## src/rtl/dma_seq_pkg.sv

```systemverilog
package dma_seq_pkg;
  typedef enum logic [3:0] {
    T_AL, T_AH, T_LL, T_LH, T_SKIP, T_MASK, T_MATCH,
    T_BL, T_BH, T_ICTL, T_PULSE, T_VEC, T_RMASK
  } tgt_e;

  typedef enum logic [2:0] {
    G_W0, G_CFGA, G_CFGB, G_W3, G_W4, G_W5, G_CMD, G_NONE
  } grp_e;

  typedef enum logic [3:0] {
    C_NOP, C_DIS, C_EN, C_IEN, C_IDIS, C_FRDY, C_RMF, C_RST, C_LOAD, C_CONT
  } cmd_e;

  localparam int MAXPUSH = 4;
endpackage

```

## src/rtl/dma_base_decode.sv

```systemverilog
module dma_base_decode
  import dma_seq_pkg::*;
(
  input  logic [7:0] d,
  output grp_e       grp,
  output cmd_e       cmd,
  output logic [2:0] n,
  output tgt_e       t [MAXPUSH]
);
  always_comb begin
    if (!d[7]) begin
      if (d[1:0] != 2'b00) grp = G_W0;
      else                 grp = d[2] ? G_CFGA : G_CFGB;
    end else begin
      case (d[1:0])
        2'b00:   grp = G_W3;
        2'b01:   grp = (d[6:5] == 2'b11) ? G_NONE : G_W4;
        2'b10:   grp = (!d[6] && !d[2]) ? G_W5 : G_NONE;
        default: grp = G_CMD;
      endcase
    end
  end

  always_comb begin
    case (d[6:2])
      5'h00:   cmd = C_DIS;
      5'h01:   cmd = C_EN;
      5'h0A:   cmd = C_IEN;
      5'h0B:   cmd = C_IDIS;
      5'h0C:   cmd = C_FRDY;
      5'h0E:   cmd = C_RMF;
      5'h10:   cmd = C_RST;
      5'h13:   cmd = C_LOAD;
      5'h14:   cmd = C_CONT;
      default: cmd = C_NOP;
    endcase
  end

  always_comb begin
    n = '0;
    for (int i = 0; i < MAXPUSH; i++) t[i] = T_SKIP;
    case (grp)
      G_W0: begin
        for (int k = 0; k < 4; k++) begin
          if (d[3+k]) begin
            t[n[1:0]] = tgt_e'(4'(k));
            n = n + 3'd1;
          end
        end
      end
      G_CFGA, G_CFGB: begin
        if (d[6]) begin t[0] = T_SKIP; n = 3'd1; end
      end
      G_W3: begin
        if (d[3]) begin t[n[1:0]] = T_MASK;  n = n + 3'd1; end
        if (d[4]) begin t[n[1:0]] = T_MATCH; n = n + 3'd1; end
      end
      G_W4: begin
        if (d[2]) begin t[n[1:0]] = T_BL;   n = n + 3'd1; end
        if (d[3]) begin t[n[1:0]] = T_BH;   n = n + 3'd1; end
        if (d[4]) begin t[n[1:0]] = T_ICTL; n = n + 3'd1; end
      end
      G_CMD: begin
        if (cmd == C_RMF) begin t[0] = T_RMASK; n = 3'd1; end
      end
      default: ;
    endcase
  end
endmodule

```

## src/rtl/dma_tgt_queue.sv

```systemverilog
module dma_tgt_queue
  import dma_seq_pkg::*;
#(
  parameter int DEPTH = 8,
  localparam int PW = $clog2(DEPTH),
  localparam int CW = $clog2(DEPTH + 1)
) (
  input  logic          clk,
  input  logic          rst_n,
  input  logic          clr,
  input  logic          pop,
  input  logic [2:0]    push_n,
  input  tgt_e          push_t [MAXPUSH],
  output tgt_e          head,
  output logic [CW-1:0] cnt
);
  tgt_e          slot [DEPTH];
  logic [PW-1:0] rd_ptr;
  logic [PW-1:0] base;

  assign head = slot[rd_ptr];
  assign base = clr ? '0 : rd_ptr + PW'(cnt);

  always_ff @(posedge clk) begin
    if (!rst_n) begin
      rd_ptr <= '0;
      cnt    <= '0;
      for (int i = 0; i < DEPTH; i++) slot[i] <= T_SKIP;
    end else begin
      for (int i = 0; i < MAXPUSH; i++) begin
        if (3'(i) < push_n) slot[base + PW'(i)] <= push_t[i];
      end
      rd_ptr <= clr ? '0 : rd_ptr + PW'(pop);
      cnt    <= cnt - CW'(pop) + CW'(push_n);
    end
  end
endmodule

```

## src/rtl/dma_ctr_step.sv

```systemverilog
module dma_ctr_step #(
  parameter int AW = 16
) (
  input  logic [AW-1:0] cur,
  input  logic [1:0]    dir,
  output logic [AW-1:0] nxt
);
  always_comb begin
    case (dir)
      2'b00:   nxt = cur - AW'(1);
      2'b01:   nxt = cur + AW'(1);
      default: nxt = cur;
    endcase
  end
endmodule

```

## src/rtl/dma_cmd_seq.sv

```systemverilog
module dma_cmd_seq
  import dma_seq_pkg::*;
#(
  parameter int AW = 16,
  parameter int QDEPTH = 8,
  localparam int CW = $clog2(QDEPTH + 1)
) (
  input  logic          clk,
  input  logic          rst_n,
  input  logic          wr_valid,
  output logic          wr_ready,
  input  logic [7:0]    wr_data,
  input  logic          evt_byte,
  input  logic          evt_match,
  input  logic          evt_end,
  input  logic          evt_pause,
  output logic [1:0]    xfer_kind,
  output logic [1:0]    xfer_mode,
  output logic [AW-1:0] addr_a,
  output logic [AW-1:0] addr_b,
  output logic [AW-1:0] blk_len,
  output logic [AW-1:0] cnt_a,
  output logic [AW-1:0] cnt_b,
  output logic [AW-1:0] byte_cnt,
  output logic [7:0]    cfg_a,
  output logic [7:0]    cfg_b,
  output logic [7:0]    mask_byte,
  output logic [7:0]    match_byte,
  output logic [7:0]    ictl_byte,
  output logic [7:0]    pulse_byte,
  output logic [7:0]    vec_byte,
  output logic [7:0]    wr5_byte,
  output logic [7:0]    rd_mask,
  output logic          dma_en,
  output logic          int_en,
  output logic          rdy_lvl,
  output logic          match_flg,
  output logic          endb_flg,
  output logic [CW-1:0] pend_cnt
);
  grp_e          grp;
  cmd_e          cmd;
  logic [2:0]    dec_n;
  tgt_e          dec_t [MAXPUSH];
  tgt_e          ext_t [MAXPUSH];
  tgt_e          q_t   [MAXPUSH];
  tgt_e          head;
  logic [2:0]    q_n;
  logic          base_wr, param_wr, ictl_wr;
  logic [AW-1:0] addr_q [2];
  logic [AW-1:0] cnt_q  [2];
  logic [AW-1:0] step_q [2];
  logic [7:0]    cfg_q  [2];
  logic          pend_inc;
  logic          rdy_q;

  assign base_wr  = wr_valid && (pend_cnt == '0);
  assign param_wr = wr_valid && (pend_cnt != '0);
  assign ictl_wr  = param_wr && (head == T_ICTL);

  dma_base_decode u_dec (.d(wr_data), .grp(grp), .cmd(cmd), .n(dec_n), .t(dec_t));

  always_comb begin
    for (int i = 0; i < MAXPUSH; i++) ext_t[i] = T_SKIP;
    ext_t[0] = wr_data[3] ? T_PULSE : T_VEC;
    ext_t[1] = T_VEC;
    for (int i = 0; i < MAXPUSH; i++) q_t[i] = base_wr ? dec_t[i] : ext_t[i];
    if (base_wr)      q_n = dec_n;
    else if (ictl_wr) q_n = 3'(wr_data[3]) + 3'(wr_data[4]);
    else              q_n = '0;
  end

  dma_tgt_queue #(.DEPTH(QDEPTH)) u_q (
    .clk(clk), .rst_n(rst_n), .clr(base_wr), .pop(param_wr),
    .push_n(q_n), .push_t(q_t), .head(head), .cnt(pend_cnt)
  );

  for (genvar g = 0; g < 2; g++) begin : g_port
    dma_ctr_step #(.AW(AW)) u_step (.cur(cnt_q[g]), .dir(cfg_q[g][5:4]), .nxt(step_q[g]));
  end

  always_ff @(posedge clk) begin
    if (!rst_n) begin
      xfer_kind <= '0; xfer_mode <= '0; blk_len <= '0; byte_cnt <= '0;
      for (int g = 0; g < 2; g++) begin
        addr_q[g] <= '0; cnt_q[g] <= '0; cfg_q[g] <= '0;
      end
      mask_byte <= '0; match_byte <= '0; ictl_byte <= '0; pulse_byte <= '0;
      vec_byte <= '0; wr5_byte <= '0; rd_mask <= '0;
      dma_en <= 1'b0; int_en <= 1'b0; rdy_q <= 1'b1;
      match_flg <= 1'b0; endb_flg <= 1'b0; pend_inc <= 1'b0;
    end else begin
      if (evt_byte)  byte_cnt  <= byte_cnt + AW'(1);
      if (evt_match) match_flg <= 1'b1;
      if (evt_end)   endb_flg  <= 1'b1;
      if (evt_pause) pend_inc  <= 1'b1;
      if (wr_valid)  dma_en    <= 1'b0;

      if (param_wr) begin
        case (head)
          T_AL:    addr_q[0][7:0]  <= wr_data;
          T_AH:    addr_q[0][15:8] <= wr_data;
          T_LL:    blk_len[7:0]    <= wr_data;
          T_LH:    blk_len[15:8]   <= wr_data;
          T_BL:    addr_q[1][7:0]  <= wr_data;
          T_BH:    addr_q[1][15:8] <= wr_data;
          T_MASK:  mask_byte       <= wr_data;
          T_MATCH: match_byte      <= wr_data;
          T_ICTL:  ictl_byte       <= wr_data;
          T_PULSE: pulse_byte      <= wr_data;
          T_VEC:   vec_byte        <= wr_data;
          T_RMASK: rd_mask         <= wr_data;
          default: ;
        endcase
      end

      if (base_wr) begin
        case (grp)
          G_W0:   xfer_kind <= wr_data[1:0];
          G_CFGA: cfg_q[0]  <= wr_data;
          G_CFGB: cfg_q[1]  <= wr_data;
          G_W3: begin
            int_en <= wr_data[5];
            dma_en <= wr_data[6];
          end
          G_W4:   xfer_mode <= wr_data[6:5];
          G_W5:   wr5_byte  <= wr_data;
          G_CMD: begin
            case (cmd)
              C_EN:   begin pend_inc <= 1'b0; dma_en <= 1'b1; end
              C_IEN:  int_en <= 1'b1;
              C_IDIS: int_en <= 1'b0;
              C_FRDY: rdy_q  <= wr5_byte[3];
              C_RST:  begin xfer_kind <= '0; int_en <= 1'b0; pend_inc <= 1'b0; end
              C_LOAD: begin
                cnt_q[0] <= addr_q[0]; cnt_q[1] <= addr_q[1];
                byte_cnt <= '0; match_flg <= 1'b0; endb_flg <= 1'b0;
              end
              C_CONT: begin
                if (pend_inc) begin
                  cnt_q[0] <= step_q[0]; cnt_q[1] <= step_q[1];
                  pend_inc <= 1'b0;
                end
                byte_cnt <= '0; match_flg <= 1'b0; endb_flg <= 1'b0;
                dma_en   <= 1'b1;
              end
              default: ;
            endcase
          end
          default: ;
        endcase
      end
    end
  end

  assign wr_ready = 1'b1;
  assign rdy_lvl  = rdy_q;
  assign addr_a   = addr_q[0];
  assign addr_b   = addr_q[1];
  assign cnt_a    = cnt_q[0];
  assign cnt_b    = cnt_q[1];
  assign cfg_a    = cfg_q[0];
  assign cfg_b    = cfg_q[1];
endmodule

```

## config.mk

```make
export PLATFORM = sky130hd
export DESIGN_NAME = dma_cmd_seq
export DESIGN_NICKNAME = d
export VERILOG_FILES = /design/src/rtl/dma_seq_pkg.sv /design/src/rtl/dma_base_decode.sv /design/src/rtl/dma_tgt_queue.sv /design/src/rtl/dma_ctr_step.sv /design/src/rtl/dma_cmd_seq.sv
export SDC_FILE = /design/constraint.sdc
export NUM_CORES = 1
export LEC_CHECK = 0
export BUFFER_PORTS_ARGS = -buffer_cell sky130_fd_sc_hd__buf_4
export CAP_MARGIN = 20
export CORE_MARGIN = 2
export CORE_UTILIZATION = 35
export DETAILED_ROUTE_END_ITERATION = 10
export PLACE_DENSITY = 0.65
export SETUP_SLACK_MARGIN = 0.02
export SYNTH_ARGS = -nofsm -noshare
export SYNTH_HDL_FRONTEND = slang
export SYNTH_SLANG_ARGS = --single-unit
```

## constraint.sdc

```tcl
create_clock -name clk -period 6 [get_ports clk]
set_clock_uncertainty 0.1 [all_clocks]
set_input_delay 0 -clock clk [delete_from_list [all_inputs] [get_ports clk]]
set_output_delay 0 -clock clk [all_outputs]
set_load 0.1 [all_outputs]
```

# [Yosys cells after proc, flatten, opt, wreduce, memory -nomap -nowiden]
# Memory sizes are Yosys's and may differ from the RTL's. A register that Yosys moved wholly into a read port is not among the register bits.
# Index checks and enable logic that the tools add are counted.
[totals] regBits=105 mem_bits_ro=128 mem_count=5 input_bits=15 output_inout_bits=182 ramBits=112
[op_classes] n_bitwise=35 reduce_logical=45 eq_ne=32 n_mux=159 addsub=19 n_lt_le_gt_ge=16
[memory_table] name="(name not given)" words=32 width=4 read_ports=1 rd_clocked_by_memory_dff=0 write_ports=0 line="dma_base_decode.sv:25" source="case (d[6:2])"
[memory_table] name="addr_q" words=2 width=16 read_ports=2 rd_clocked_by_memory_dff=0 write_ports=2 line="dma_cmd_seq.sv:50" source="logic [AW-1:0] addr_q [2];"
[memory_table] name="cnt_q" words=2 width=16 read_ports=2 rd_clocked_by_memory_dff=0 write_ports=2 line="dma_cmd_seq.sv:51" source="logic [AW-1:0] cnt_q [2];"
[memory_table] name="u_q.slot" words=8 width=4 read_ports=1 rd_clocked_by_memory_dff=1 write_ports=8 line="dma_tgt_queue.sv:17" source="tgt_e slot [DEPTH];"
[memory_table] name="cfg_q" words=2 width=8 read_ports=2 rd_clocked_by_memory_dff=0 write_ports=2 line="dma_cmd_seq.sv:53" source="logic [7:0] cfg_q [2];"
[ops] cell="$mux 16" n=17
[ops] cell="$mux 1" n=73
[ops] cell="$mux 4" n=18
[ops] cell="$mux 3" n=22
[ops] cell="$pmux 16 s2" n=2
[ops] cell="$add 16x1->16 const B" n=3
[ops] cell="$demux 4 s2" n=6
[ops] cell="$mux 8" n=6
[ops] cell="$and 12x12->12" n=3
[ops] cell="$not 12->12" n=3
[ops] cell="$pmux 12 s3" n=1
[ops] cell="$sub 16x1->16 const B" n=2
[ops] cell="$eq 4x3->1 const B" n=7
[ops] cell="$eq 4x4->1 const B" n=7
[ops] cell="$and 8x8->8" n=3
[ops] cell="$not 8->8" n=3
[ops] cell="$or 8x8->8" n=3
[ops] cell="$add 3x1->3 const B" n=7
[ops] cell="$reduce_and 2->1" n=10
[ops] cell="$ge 3x3->1 const B" n=6
[ops] cell="$lt 3x1->1 const B" n=6
[ops] cell="$not 2->3" n=6
[ops] cell="$eq 4x2->1 const B" n=4
[ops] cell="$pmux 4 s4" n=1
[ops] cell="other kinds (34)" n=87

# [Longest topological paths before layout]
[logic_depth] word_depth=24 ltp_mapped=19 depth_no_buf=17

# [Modules after synthesis]
# A second synthesis with hierarchy kept.
[hier_totals] cells_unflattened=1448 area_unflattened_um2=13867.0
[modules_own_cells] mod="dma_cmd_seq" n_inst=1 area_per_inst_um2=7601.0 cells_per_inst=665
[modules_own_cells] mod="dma_tgt_queue" n_inst=1 area_per_inst_um2=3325.7 cells_per_inst=366
[modules_own_cells] mod="dma_ctr_step" n_inst=2 area_per_inst_um2=994.7 cells_per_inst=141
[modules_own_cells] mod="dma_base_decode" n_inst=1 area_per_inst_um2=950.9 cells_per_inst=135

# [Least setup slack after synthesis]
# Ideal clock, no wire load.
[synth_path] kind="register to register" from="register u_q.cnt[0]" to="memory u_q.slot[0][0] (netlist bit) (enable)" synth_period_minus_slack_ps=4026 arrival_ps=3577 n_path_buf=1 setup_slack_ps=1974 required_time_ps=5551 path_stages_with_launch=11 path_cell_list="dfxtp_1 -> ha_1 -> inv_1 -> fa_1 -> nor2_1 -> inv_1 -> ha_1 -> clkbuf_1 -> nor4_1 -> nand2_1 -> o2111ai_1"
[synth_rtl] item="from (decl)" line="dma_tgt_queue.sv:15" source="output logic [CW-1:0] cnt"
[synth_rtl] item="from (signal assigned)" line="dma_tgt_queue.sv:34" source="cnt <= cnt - CW'(pop) + CW'(push_n);"
[synth_rtl] item="to (decl)" line="dma_tgt_queue.sv:17"

==> impl_metrics.yaml <==
run_status:
  status: "completed"
clock_tree:
  cts_resized: 0
  cts.clk_slew.worst_paths_ps: 60
  cts_made_buffers: 26
  htree_levels: 1
  clkSinkCount: 217
  clock_path_buffers: 3
  cts_hold_buffers: 16
  cts_tree: "built"
  cts_setup_buffers: 0
  clock_latency_ps: 540
  cts_root_buf: "clkbuf_16"
synth:
  yosysTopAreaCell: "edfxtp_1"
  synth_warnings: 0
  ys_ff_latch: 217
  avgSynthCellArea_um2: 9.86
  synthTopCellsByArea: "edfxtp_1 (29%), dfxtp_1 (18%), ha_1 (6.0%)"
  synth_top_area_share_pct: 29.0
  synth_cells: 1178
  syn_area_mm2: 0.0116
  yosysSeqAreaShare_pct: 47.1
  yosysMostFrequentCell: "nor2_1"
  ys.flop_type: "edfxtp_1"
  synth_common_cells: "nor2_1 (155), edfxtp_1 (112), dfxtp_1 (105)"
  async_reset_ff_share_pct: 0
  synth_cell_types: 79
  synth_edf_count: 112
floorplan:
  die_h_um: 186
  fp.coreArea_mm2: 0.0326
  die_area_mm2: 0.0346
  die_w_um: 186
  pin_count: 197
  num_rows: 66
  initial_core_util_pct: 35.6
power:
  p_leak_nw: 5.87
  powerDensity_mw_per_mm2: 340
  total_power_mw: 4.95
  peakVddDrop_v: 0.000237
timing:
  hold_viol_final: 0
  fin_crit_ps: 4220
  grt_setup_unrepaired: "false"
  tns_ps: 0
  slew-limit-headroom_pct: 35.3
  max_slew.worst_pin.slew_ps: 964
  period_share_pct: 70.3
  max_freq_ghz: 0.237
  setup_viol: 0
  final-max-slew-violation-count: 0
global_routing:
  grt_start_max_net_pins: 59
  grt_pass1_vias: 9044
  grt_overflow: 0
  antenna_found_initial: 2
  grt_pass1_wl_mm: 53.2
  grt_usage_pct: 19.7
placement:
  dp_hpwl_mm: 25.4
  place_area_mm2: 0.0135
  io_buffer_count: 195
  place_congestion: 0.957
critical_path:
  critPathRequiredTime_ps: 6120
  crit_arrival_ps: 4340
  critical_path_class: "input port to flip-flop"
  startpoint_type: "input port"
  endpoint_kind: "flip-flop"
  critPathMaxFanout: 28
  cpLargestDelayFamily: "buffers and inverters"
  cpMaxStageDelayCell: "fa_1"
  path_cells: "dlygate4sd3_1 > buf_4 > clkinv_1 > fa_1 > inv_1 > ha_1 > inv_1 > ha_1 > nand2_1 > a21oi_1 > or2_2 > o31ai_1 > o211ai_1 > buf_4 > a32oi_2 > o211ai_1"
  critPathBufInv: 6
  cp_slowest_stage_delay_ps: 670
finish:
  layout-drive-gt1-share_pct: 20.8
  final_area_mm2: 0.0146
  area_growth_pct: 25.4
  nets: 1452
drt:
  drt-pass1-iter-count: 5
  drt_iter0_markers: 1081
  routed_via_density: 5.34
  routedWlPerCell_um: 19.1
  finalWirelength_mm: 35.1
  num_vias: 9813
  ant_nets: 0
  drc_errors: 0
min_path:
  hold_path_class: "input port to flip-flop"
flow_run:
  drv_cap: 0
==> worst reg2reg max path, stage by stage (launching register included) <==
cell       delay (ps)
dfxtp_1           660
ha_1              240
inv_1              50
fa_1              540
nor2_1            320
inv_1             150
ha_1              480
nor4_1            600
nand2_1           230
o2111ai_1         270
==> stage by stage <==
step	setup slack, ps	utilization (%)	instances	hold slack [ps]
final	1780	44.6	1839	139
after global routing	1380	44.6	1839	149
after CTS	1840	44.5	1835	98.8
after detailed placement	1890	41.3	1771	126
after global placement	2050	41.3	1770	114
after floorplan	1970	-	1183	20.7
==> worst paths after layout <==
check	from	to	slack, ps	depth (start not counted)
min	evt_end	endb_flg	140	4
min reg2reg	mask_byte[0]	mask_byte[0]	350	2
max	wr_data[5]	u_q.slot[4][2]	1780	16
max reg2reg	u_q.rd_ptr[0]	u_q.slot[0][1]	2010	9
==> report_power, final <==
| part | switching, mW | total, mW | internal, mW |
|---|---|---|---|
| logic | 1.18 | 1.62 | 0.441 |
| clock network | 0.621 | 1.57 | 0.946 |
| registers | 0.0836 | 1.76 | 1.67 |
| total | 1.89 | 4.95 | 3.06 |
==> cell usage in the layout, fill, tap and decap left out, types with 8 or more instances in the layout <==
cell type,synthesis,layout
ha_1,56,56
clkbuf_16,0,30
edfxtp_1,112,112
o21ai_0,58,56
nand2b_1,11,11
inv_1,46,45
nor3_1,17,16
o211ai_1,14,14
and3_1,17,17
nor2_1,155,155
nor4_1,11,11
o221ai_1,11,11
nand2_1,90,90
buf_4,1,205
clkbuf_1,48,8
mux2i_1,57,57
dlygate4sd3_1,0,16
nand3b_1,8,8
dfxtp_1,105,105
and2_1,24,24
nand4_1,15,15
a21oi_1,74,74
xor2_1,25,25
nand3_1,43,43
xnor2_1,30,30
==> layout make-up <==
class / instances / area (um2)
timing repair buffer: 224 / 1720
tap: 442 / 553
clock buffer: 41 / 822
sequential: 217 / 5470
inverter: 49 / 184
clock inverter: 7 / 62.6
antenna: 1 / 2.50
multi-input combinational: 858 / 5750
fill: 3131 / 18100
==> state kept, by name, summed over array words and instances, names as in the netlist, 2 cells and up <==
register / count
wr5_byte: 8
mask_byte: 8
blk_len: 16
addr_q: 32
xfer_mode: 2
u_q.slot: 32
pulse_byte: 8
u_q.rd_ptr: 3
byte_cnt: 16
u_q.cnt: 4
ictl_byte: 8
rd_mask: 8
match_byte: 8
vec_byte: 8
cnt_q: 32
cfg_q: 16
xfer_kind: 2
==> routing by layer <==
layer / part of all wire [%] / up-vias / track usage, %
met5: 0.034 / - / 0
met4: 1.6 / 2 / 4.38
met3: 7.7 / 40 / 3.04
met2: 46 / 380 / 32.0
met1: 45 / 4734 / 27.8
li1: - / 4657 / -
==> logic make-up after synthesis <==
logic type	Yosys count	synth area share, %
and+or+nand+nor	423	17.5
AOI/OAI and AO/OA	243	13.9
DFF	217	47.1
buffers and inverters	108	3.73
muxes	69	6.76
adders and majority gates	61	6.90
xor gates and xnor gates	55	4.15
other	2	0.0647
Power figures use the tool's default switching activity.
